### config.mk
export PLATFORM = sky130hd
export DESIGN_NAME = ldseq_core
export DESIGN_NICKNAME = d
export VERILOG_FILES = /design/src/rtl/ldseq_pkg.sv /design/src/rtl/ldseq_decode.sv /design/src/rtl/ldseq_fsm.sv /design/src/rtl/ldseq_datapath.sv /design/src/rtl/ldseq_core.sv
export SDC_FILE = /design/constraint.sdc
export NUM_CORES = 1
export LEC_CHECK = 0
export ABC_AREA = 1
export BUFFER_PORTS_ARGS = -buffer_cell sky130_fd_sc_hd__buf_2
export CAP_MARGIN = 5
export CORE_MARGIN = 1
export CORE_UTILIZATION = 50
export CTS_CLUSTER_SIZE = 30
export DETAILED_ROUTE_END_ITERATION = 8
export PLACE_DENSITY = 0.67
export SLEW_MARGIN = 20
export SYNTH_ARGS = -nofsm -noshare
export SYNTH_HDL_FRONTEND = slang
export SYNTH_SLANG_ARGS = --single-unit
### constraint.sdc
create_clock -name clk -period 6.6 [get_ports clk]
set_input_delay 0.66 -clock clk [delete_from_list [all_inputs] [get_ports clk]]
set_output_delay 0.66 -clock clk [all_outputs]
set_load 0.005 [all_outputs]
### src/rtl/ldseq_pkg.sv
// Shared types for the load/branch sequencer.
// Assumes an 8-bit data bus and a 16-bit address bus.
package ldseq_pkg;

    typedef enum logic [2:0] {
        ST_VEC_HI, ST_VEC_LO, ST_OPC, ST_OPR1, ST_OPR2, ST_DAT1, ST_DAT2, ST_HALT
    } seq_state_e;

    typedef enum logic [2:0] {
        OP_CLRA, OP_LDA_IMM, OP_LDA_DIR, OP_LDA_EXT,
        OP_LDX_IMM, OP_LDX_EXT, OP_BRA, OP_BAD
    } op_kind_e;

    typedef enum logic [1:0] {
        CYC_VEC = 2'd0, CYC_OPC = 2'd1, CYC_OPR = 2'd2, CYC_DAT = 2'd3
    } cyc_kind_e;

    localparam logic [7:0] OPC_CLRA    = 8'h87;
    localparam logic [7:0] OPC_LDA_IMM = 8'h86;
    localparam logic [7:0] OPC_LDA_DIR = 8'h96;
    localparam logic [7:0] OPC_LDA_EXT = 8'hB6;
    localparam logic [7:0] OPC_LDX_IMM = 8'hCE;
    localparam logic [7:0] OPC_LDX_EXT = 8'hFE;
    localparam logic [7:0] OPC_BRA     = 8'h20;

endpackage

### src/rtl/ldseq_decode.sv
// Opcode classifier.
// Maps an opcode byte to an instruction kind; anything unknown is OP_BAD.
// Purely combinational.
module ldseq_decode
    import ldseq_pkg::*;
(
    input  logic [7:0] opcode,
    output op_kind_e   kind
);

    // classify the opcode byte
    always_comb begin
        case (opcode)
            OPC_CLRA:    kind = OP_CLRA;
            OPC_LDA_IMM: kind = OP_LDA_IMM;
            OPC_LDA_DIR: kind = OP_LDA_DIR;
            OPC_LDA_EXT: kind = OP_LDA_EXT;
            OPC_LDX_IMM: kind = OP_LDX_IMM;
            OPC_LDX_EXT: kind = OP_LDX_EXT;
            OPC_BRA:     kind = OP_BRA;
            default:     kind = OP_BAD;
        endcase
    end

endmodule

### src/rtl/ldseq_fsm.sv
// Phase sequencer.
// Steps through the vector, opcode, operand and data phases. Each state is
// one bus cycle, except HALT, which is entered on an undefined opcode and
// left only by reset.
// Assumes `kind` is decoded from the live read data in ST_OPC and from the
// instruction register in every other state.
module ldseq_fsm
    import ldseq_pkg::*;
(
    input  logic       clk,
    input  logic       rst_n,
    input  op_kind_e   kind,
    output seq_state_e state,
    output logic       cyc_valid,
    output logic [1:0] cyc_kind
);

    seq_state_e state_q, state_d;

    // next-phase selection per addressing mode
    always_comb begin
        state_d = state_q;
        case (state_q)
            ST_VEC_HI: state_d = ST_VEC_LO;
            ST_VEC_LO: state_d = ST_OPC;
            ST_OPC: begin
                if (kind == OP_BAD)       state_d = ST_HALT;
                else if (kind == OP_CLRA) state_d = ST_OPC;
                else                      state_d = ST_OPR1;
            end
            ST_OPR1: begin
                case (kind)
                    OP_LDA_IMM, OP_BRA: state_d = ST_OPC;
                    OP_LDA_DIR:         state_d = ST_DAT1;
                    default:            state_d = ST_OPR2;
                endcase
            end
            ST_OPR2: state_d = (kind == OP_LDX_IMM) ? ST_OPC : ST_DAT1;
            ST_DAT1: state_d = (kind == OP_LDX_EXT) ? ST_DAT2 : ST_OPC;
            ST_DAT2: state_d = ST_OPC;
            default: state_d = ST_HALT;
        endcase
    end

    // phase register with synchronous active-low reset
    always_ff @(posedge clk) begin
        if (!rst_n) state_q <= ST_VEC_HI;
        else        state_q <= state_d;
    end

    // cycle status derived from the phase
    always_comb begin
        cyc_valid = (state_q != ST_HALT);
        case (state_q)
            ST_VEC_HI, ST_VEC_LO: cyc_kind = CYC_VEC;
            ST_OPR1, ST_OPR2:     cyc_kind = CYC_OPR;
            ST_DAT1, ST_DAT2:     cyc_kind = CYC_DAT;
            default:              cyc_kind = CYC_OPC;
        endcase
    end

    assign state = state_q;

endmodule

### src/rtl/ldseq_datapath.sv
// Register file and address path.
// Holds the program counter, instruction register, effective-address
// register, accumulator and index register, and selects the bus address
// for the current phase.
// Assumes the address is twice the data width.
module ldseq_datapath
    import ldseq_pkg::*;
#(
    parameter int          DW       = 8,
    parameter logic [15:0] VEC_ADDR = 16'hFFFE
) (
    input  logic                  clk,
    input  logic                  rst_n,
    input  seq_state_e            state,
    input  op_kind_e              kind,
    input  logic [DW-1:0]         rdata,
    output logic [2*DW-1:0]       addr,
    output logic [DW-1:0]         ir,
    output logic [DW-1:0]         acc,
    output logic [2*DW-1:0]       xreg
);

    localparam int             AW  = 2 * DW;
    localparam logic [AW-1:0]  ONE = AW'(1);
    localparam logic [AW-1:0]  VEC = AW'(VEC_ADDR);

    logic [AW-1:0] pc, ear;
    logic [AW-1:0] rel_off;

    assign rel_off = {{DW{rdata[DW-1]}}, rdata};

    // register updates for each phase
    always_ff @(posedge clk) begin
        if (!rst_n) begin
            pc   <= '0;
            ear  <= '0;
            ir   <= '0;
            acc  <= '0;
            xreg <= '0;
        end else begin
            case (state)
                ST_VEC_HI: pc[AW-1:DW] <= rdata;
                ST_VEC_LO: pc[DW-1:0]  <= rdata;
                ST_OPC: begin
                    ir <= rdata;
                    pc <= pc + ONE;
                    if (kind == OP_CLRA) acc <= '0;
                end
                ST_OPR1: begin
                    pc <= pc + ONE;
                    case (kind)
                        OP_LDA_IMM: acc            <= rdata;
                        OP_LDA_DIR: ear            <= {{DW{1'b0}}, rdata};
                        OP_LDX_IMM: xreg[AW-1:DW]  <= rdata;
                        OP_BRA:     pc             <= pc + ONE + rel_off;
                        default:    ear[AW-1:DW]   <= rdata;
                    endcase
                end
                ST_OPR2: begin
                    pc <= pc + ONE;
                    if (kind == OP_LDX_IMM) xreg[DW-1:0] <= rdata;
                    else                    ear[DW-1:0]  <= rdata;
                end
                ST_DAT1: begin
                    if (kind == OP_LDX_EXT) xreg[AW-1:DW] <= rdata;
                    else                    acc           <= rdata;
                end
                ST_DAT2: xreg[DW-1:0] <= rdata;
                default: ;
            endcase
        end
    end

    // bus address for the current phase
    always_comb begin
        case (state)
            ST_VEC_HI: addr = VEC;
            ST_VEC_LO: addr = VEC + ONE;
            ST_DAT1:   addr = ear;
            ST_DAT2:   addr = ear + ONE;
            default:   addr = pc;
        endcase
    end

endmodule

### src/rtl/ldseq_core.sv
// Top of the load/branch sequencer.
// Issues one read per clock on a synchronous bus, with memory answering in
// the same cycle. Never writes.
module ldseq_core
    import ldseq_pkg::*;
#(
    parameter int          DW       = 8,
    parameter logic [15:0] VEC_ADDR = 16'hFFFE
) (
    input  logic              clk,
    input  logic              rst_n,
    output logic [2*DW-1:0]   bus_addr,
    output logic              bus_rd,
    output logic              bus_wr,
    output logic [DW-1:0]     bus_wdata,
    input  logic [DW-1:0]     bus_rdata,
    output logic              cyc_valid,
    output logic [1:0]        cyc_kind,
    output logic [DW-1:0]     acc_a,
    output logic [2*DW-1:0]   idx_x,
    output logic              illegal_op
);

    seq_state_e    state;
    op_kind_e      kind;
    logic [DW-1:0] ir;
    logic [DW-1:0] dec_src;

    // decode the live byte during the opcode phase, the held opcode otherwise
    assign dec_src = (state == ST_OPC) ? bus_rdata : ir;

    ldseq_decode u_decode (
        .opcode (dec_src),
        .kind   (kind)
    );

    ldseq_fsm u_fsm (
        .clk       (clk),
        .rst_n     (rst_n),
        .kind      (kind),
        .state     (state),
        .cyc_valid (cyc_valid),
        .cyc_kind  (cyc_kind)
    );

    ldseq_datapath #(.DW(DW), .VEC_ADDR(VEC_ADDR)) u_dp (
        .clk   (clk),
        .rst_n (rst_n),
        .state (state),
        .kind  (kind),
        .rdata (bus_rdata),
        .addr  (bus_addr),
        .ir    (ir),
        .acc   (acc_a),
        .xreg  (idx_x)
    );

    assign bus_rd     = cyc_valid;
    assign bus_wr     = 1'b0;
    assign bus_wdata  = '0;
    assign illegal_op = (state == ST_HALT);

endmodule

==> summary.md <==
| Metric | Value |
|---|---|
| Outcome | completed |
| Final Hold Vio Count | 0 |
| Sequential element share of the synthesized area | 0.264 |
| HPWL after detailed placement | ~12000 µm |
| DR WL met2 | a little under 7000 µm |
| Starting Density | 0.517 |
| Post-synth EDFFs | 0 |
| Highest clock rate | 285 MHz |
| Buffers on Ports | 54 |
| GR Util All Layers | 0.308 |
| Vias per Instance | approximately 5.5 |
| Gr ovfl total | 0 |
| DRC | 0 |
| Post-Syn Area per Cell | 6.17 µm² |
| GPL Wtd Cong | a little over 0.9 |
| Max-slew violations | 0 |
| Worst setup startpoint | u_fsm.state[0] |
| CTS Sinks | between 60 and 70 |
| CTS tree | yes |
| CTS buffer count | 9 |
| DIE WIDTH | roughly 100 µm |
| Critical R2R Capture | u_dp.acc[6] |
| Global-route wire length before repair | 24600 µm |
| Die Ht | roughly 100 µm |
| Netlist cell types | 42 |
| Post-CTS Setup Bufs | 0 |
| Largest net degree at the start of global routing | 48 |
| DRT antenna net count | 0 |
| Ports | 64 |
| Synth Instances | between 800 and 900 |
| Routed WL | 15900 µm |
| Met3 wire len | 1300 µm |
| Crit start category | register |
| Hold Crit Class | reg -> reg |
| Reg-to-reg critical path startpoint | u_fsm.state[2] |
| WS Path Type | reg -> out |
| Core ar. | 9820 µm² |
| Power dissipated by switching net loads | about 1.2 mW |
| CP Max Fanout | 16 |
| Synth warnings | 0 |
| Leading area contributor after synthesis | dfxtp_1 |
| H-tree depth | 3 |
| DRT iter0 DRCs | ~570 |
| Leakage | ~2.6 nW |
| Routed via count | about 5.5k |
| RSZ-0062 raised after global routing | false |
| Power Internal | between 1 and 1.5 mW |
| Synth Register Bits | 67 |
| Hold buffers post-CTS | 0 |
| Worst-skew pair later-pin latency | between 0.3 and 0.4 ns |
| Filler cells | 1057 |
| Drt wl/cell | roughly 16 µm |
| Max Used Layer | met4 |
| Synth area leaders | dfxtp_1 (26%), nand2_1 (15%), a21oi_1 (7.5%) |
| Register share of total power | 0.262 |
| Clock transition at the registers of the reported paths | roughly 0.080 ns |
| Clk pwr share | 0.174 |
| Share of layout cells above drive strength 1 | 0.127 |
| Post-cts resize count | 0 |
| Root Driver | clkbuf_8 |
| Rows | 36 |
| Max_cap viols | 0 |
| Reg2reg setup slack | approximately 3.3 ns |
| Worst vdd ir | 0.213 mV |
| Endpoint class of the critical path | output port |
| Setup Skew | 0.0129 ns |
| Crit share post-route | 0.531 |
| Hold slack | about 0.46 ns |
| Logic pwr share | 0.564 |
| Sum Neg Setup Slack | 0 ns |
| Slew margin rel. | 0.370 |
| Period minus WS final | 3.50 ns |
| Vias in the first global route | 4773 |
| Layout Cells excl Fill | approximately 1k |
| Predominant post-synthesis flop cell | dfxtp_1 |
| Switching Share | 0.489 |
| Final setup fails | 0 |
| Crit path required time | about 6 ns |
| Antenna violations before repair | 0 |
| Worst-Margin Slew | 0.942 ns |
| Deepest clock path buffer count | 2 |
| Pre-CTS setup slack | about 3.4 ns |
| Critical Path Sink | bus_addr[10] |
| Mapped cell area | 5080 µm² |
| Total Power | 2.46 mW |
| ANT cells | 0 |
| WL met1 | roughly 7500 µm |
| Reg2reg path depth | 11 |
| Worst Path Arrival | between 2 and 3 ns |
| Nets | roughly 900 |
| Post-synth ARST share | 0 |
| Min setup slack post-route | about 3.1 ns |
| DIE AREA | 10600 µm² |
| Cells after DPL | ~1000 |
| Synthesis-to-finish area growth | 10.3% |
| Pre-antenna DRT Iters | 6 |
| Area share of the leading cell type in the synthesized netlist | 0.264 |
| Pwr/cell area | 439 nW/µm² |
## cell usage after synthesis (4+ instances only)
cell type / count
nand2_1: 206
nor2_1: 95
inv_2: 6
o2111ai_1: 10
inv_1: 86
o21ai_0: 53
nor2_2: 7
clkbuf_1: 14
xor2_1: 10
nand2_2: 13
buf_2: 4
nand3_1: 48
o21ai_1: 15
buf_4: 13
o211ai_1: 11
ha_1: 17
a21oi_1: 76
nor3_1: 5
xnor2_1: 5
a21oi_2: 4
o21bai_1: 8
dfxtp_1: 67
nand4_1: 21
## cell families (layout without fill, tap and decap cells)
family	count (synthesis)	count (layout)	share of synthesized area
AOI/OAI and AO/OA	187	187	0.209
xor gates and xnor gates	15	15	0.0259
adders and majority gates	18	18	0.0458
buffers and inverters	130	166	0.110
DFF	67	67	0.264
other	1	9	0.000739
and+or+nand+nor	405	405	0.344
## stage by stage
stage               utilization  area, µm²
finish                    0.570       5600
global route              0.570       5600
CTS                       0.570       5600
detailed placement        0.546       5360
global placement          0.546       5360
floorplan                     -       5110
## worst min path at each step
| stage | start | to | slack [ns] | cells after the start |
|---|---|---|---|---|
| 3_5_place_dp | u_dp.xreg[9] | u_dp.xreg[9] | 0.45 | 2 |
| 6_report | u_dp.xreg[9] | u_dp.xreg[9] | 0.46 | 2 |
| 4_1_cts | u_dp.xreg[9] | u_dp.xreg[9] | 0.47 | 2 |
| 3_3_place_gp | u_dp.xreg[8] | u_dp.xreg[8] | 0.45 | 2 |
| 5_1_grt | u_dp.xreg[9] | u_dp.xreg[9] | 0.49 | 2 |
| 2_1_floorplan | u_dp.xreg[11] | u_dp.xreg[11] | 0.46 | 2 |
## final cells by class
class                           count  area [µm²]  share of cell area
Timing Repair Buffer               56         285              0.0510
Clock inverter                      4        98.8              0.0177
Clock buffer                       11         141              0.0253
Multi-Input combinational cell    634        3200               0.572
Inverter                           95         360              0.0644
Tap cell                          133         166              0.0297
Sequential cell                    67        1340               0.240
## sequential cells by signal (all words and copies together) (netlist names)
| signal | count |
|---|---|
| u_dp.pc | 16 |
| u_dp.ir | 8 |
| u_dp.xreg | 16 |
| u_dp.ear | 16 |
| u_dp.acc | 8 |
| u_fsm.state | 3 |
## critical path: stages (launching register included)
cell,delay [ns]
dfxtp_1,0.37
inv_1,0.14
nand2_1,0.17
nor2_1,0.24
nor2_1,0.25
inv_1,0.09
nor2_1,0.68
nand2_1,0.20
o2111ai_1,0.17
buf_2,0.16
## placed cells by master, fill, tap and decap left out, types with 4 or more instances in the layout
cell type / instances
conb_1: 9
inv_1: 86
inv_2: 6
nand4_1: 21
nand2_1: 206
nor2_2: 7
a21oi_1: 76
clkbuf_8: 10
o211ai_1: 11
o21ai_1: 15
buf_2: 54
xnor2_1: 5
nand3_1: 48
o21ai_0: 53
o2111ai_1: 10
nor2_1: 95
a21oi_2: 4
ha_1: 17
nand2_2: 13
o21bai_1: 8
nor3_1: 5
xor2_1: 10
dfxtp_1: 67
## power groups by stage
stage | logic (mW) | clock network [mW] | registers (mW)
6_report | 1.39 | 0.428 | 0.646
5_1_grt | 1.57 | 0.448 | 0.660
4_1_cts | 1.37 | 0.431 | 0.641
2_1_floorplan | 1.04 | 0 | 0.611
3_3_place_gp | 1.34 | 0 | 0.649
3_5_place_dp | 1.36 | 0 | 0.649
## layer usage
layer	vias to the layer above	track usage
li1	2778	-
met1	2504	0.430
met2	227	0.475
met3	23	0.0698
met4	0	0.0834
met5	-	0
Power figures use the tool's default switching activity.
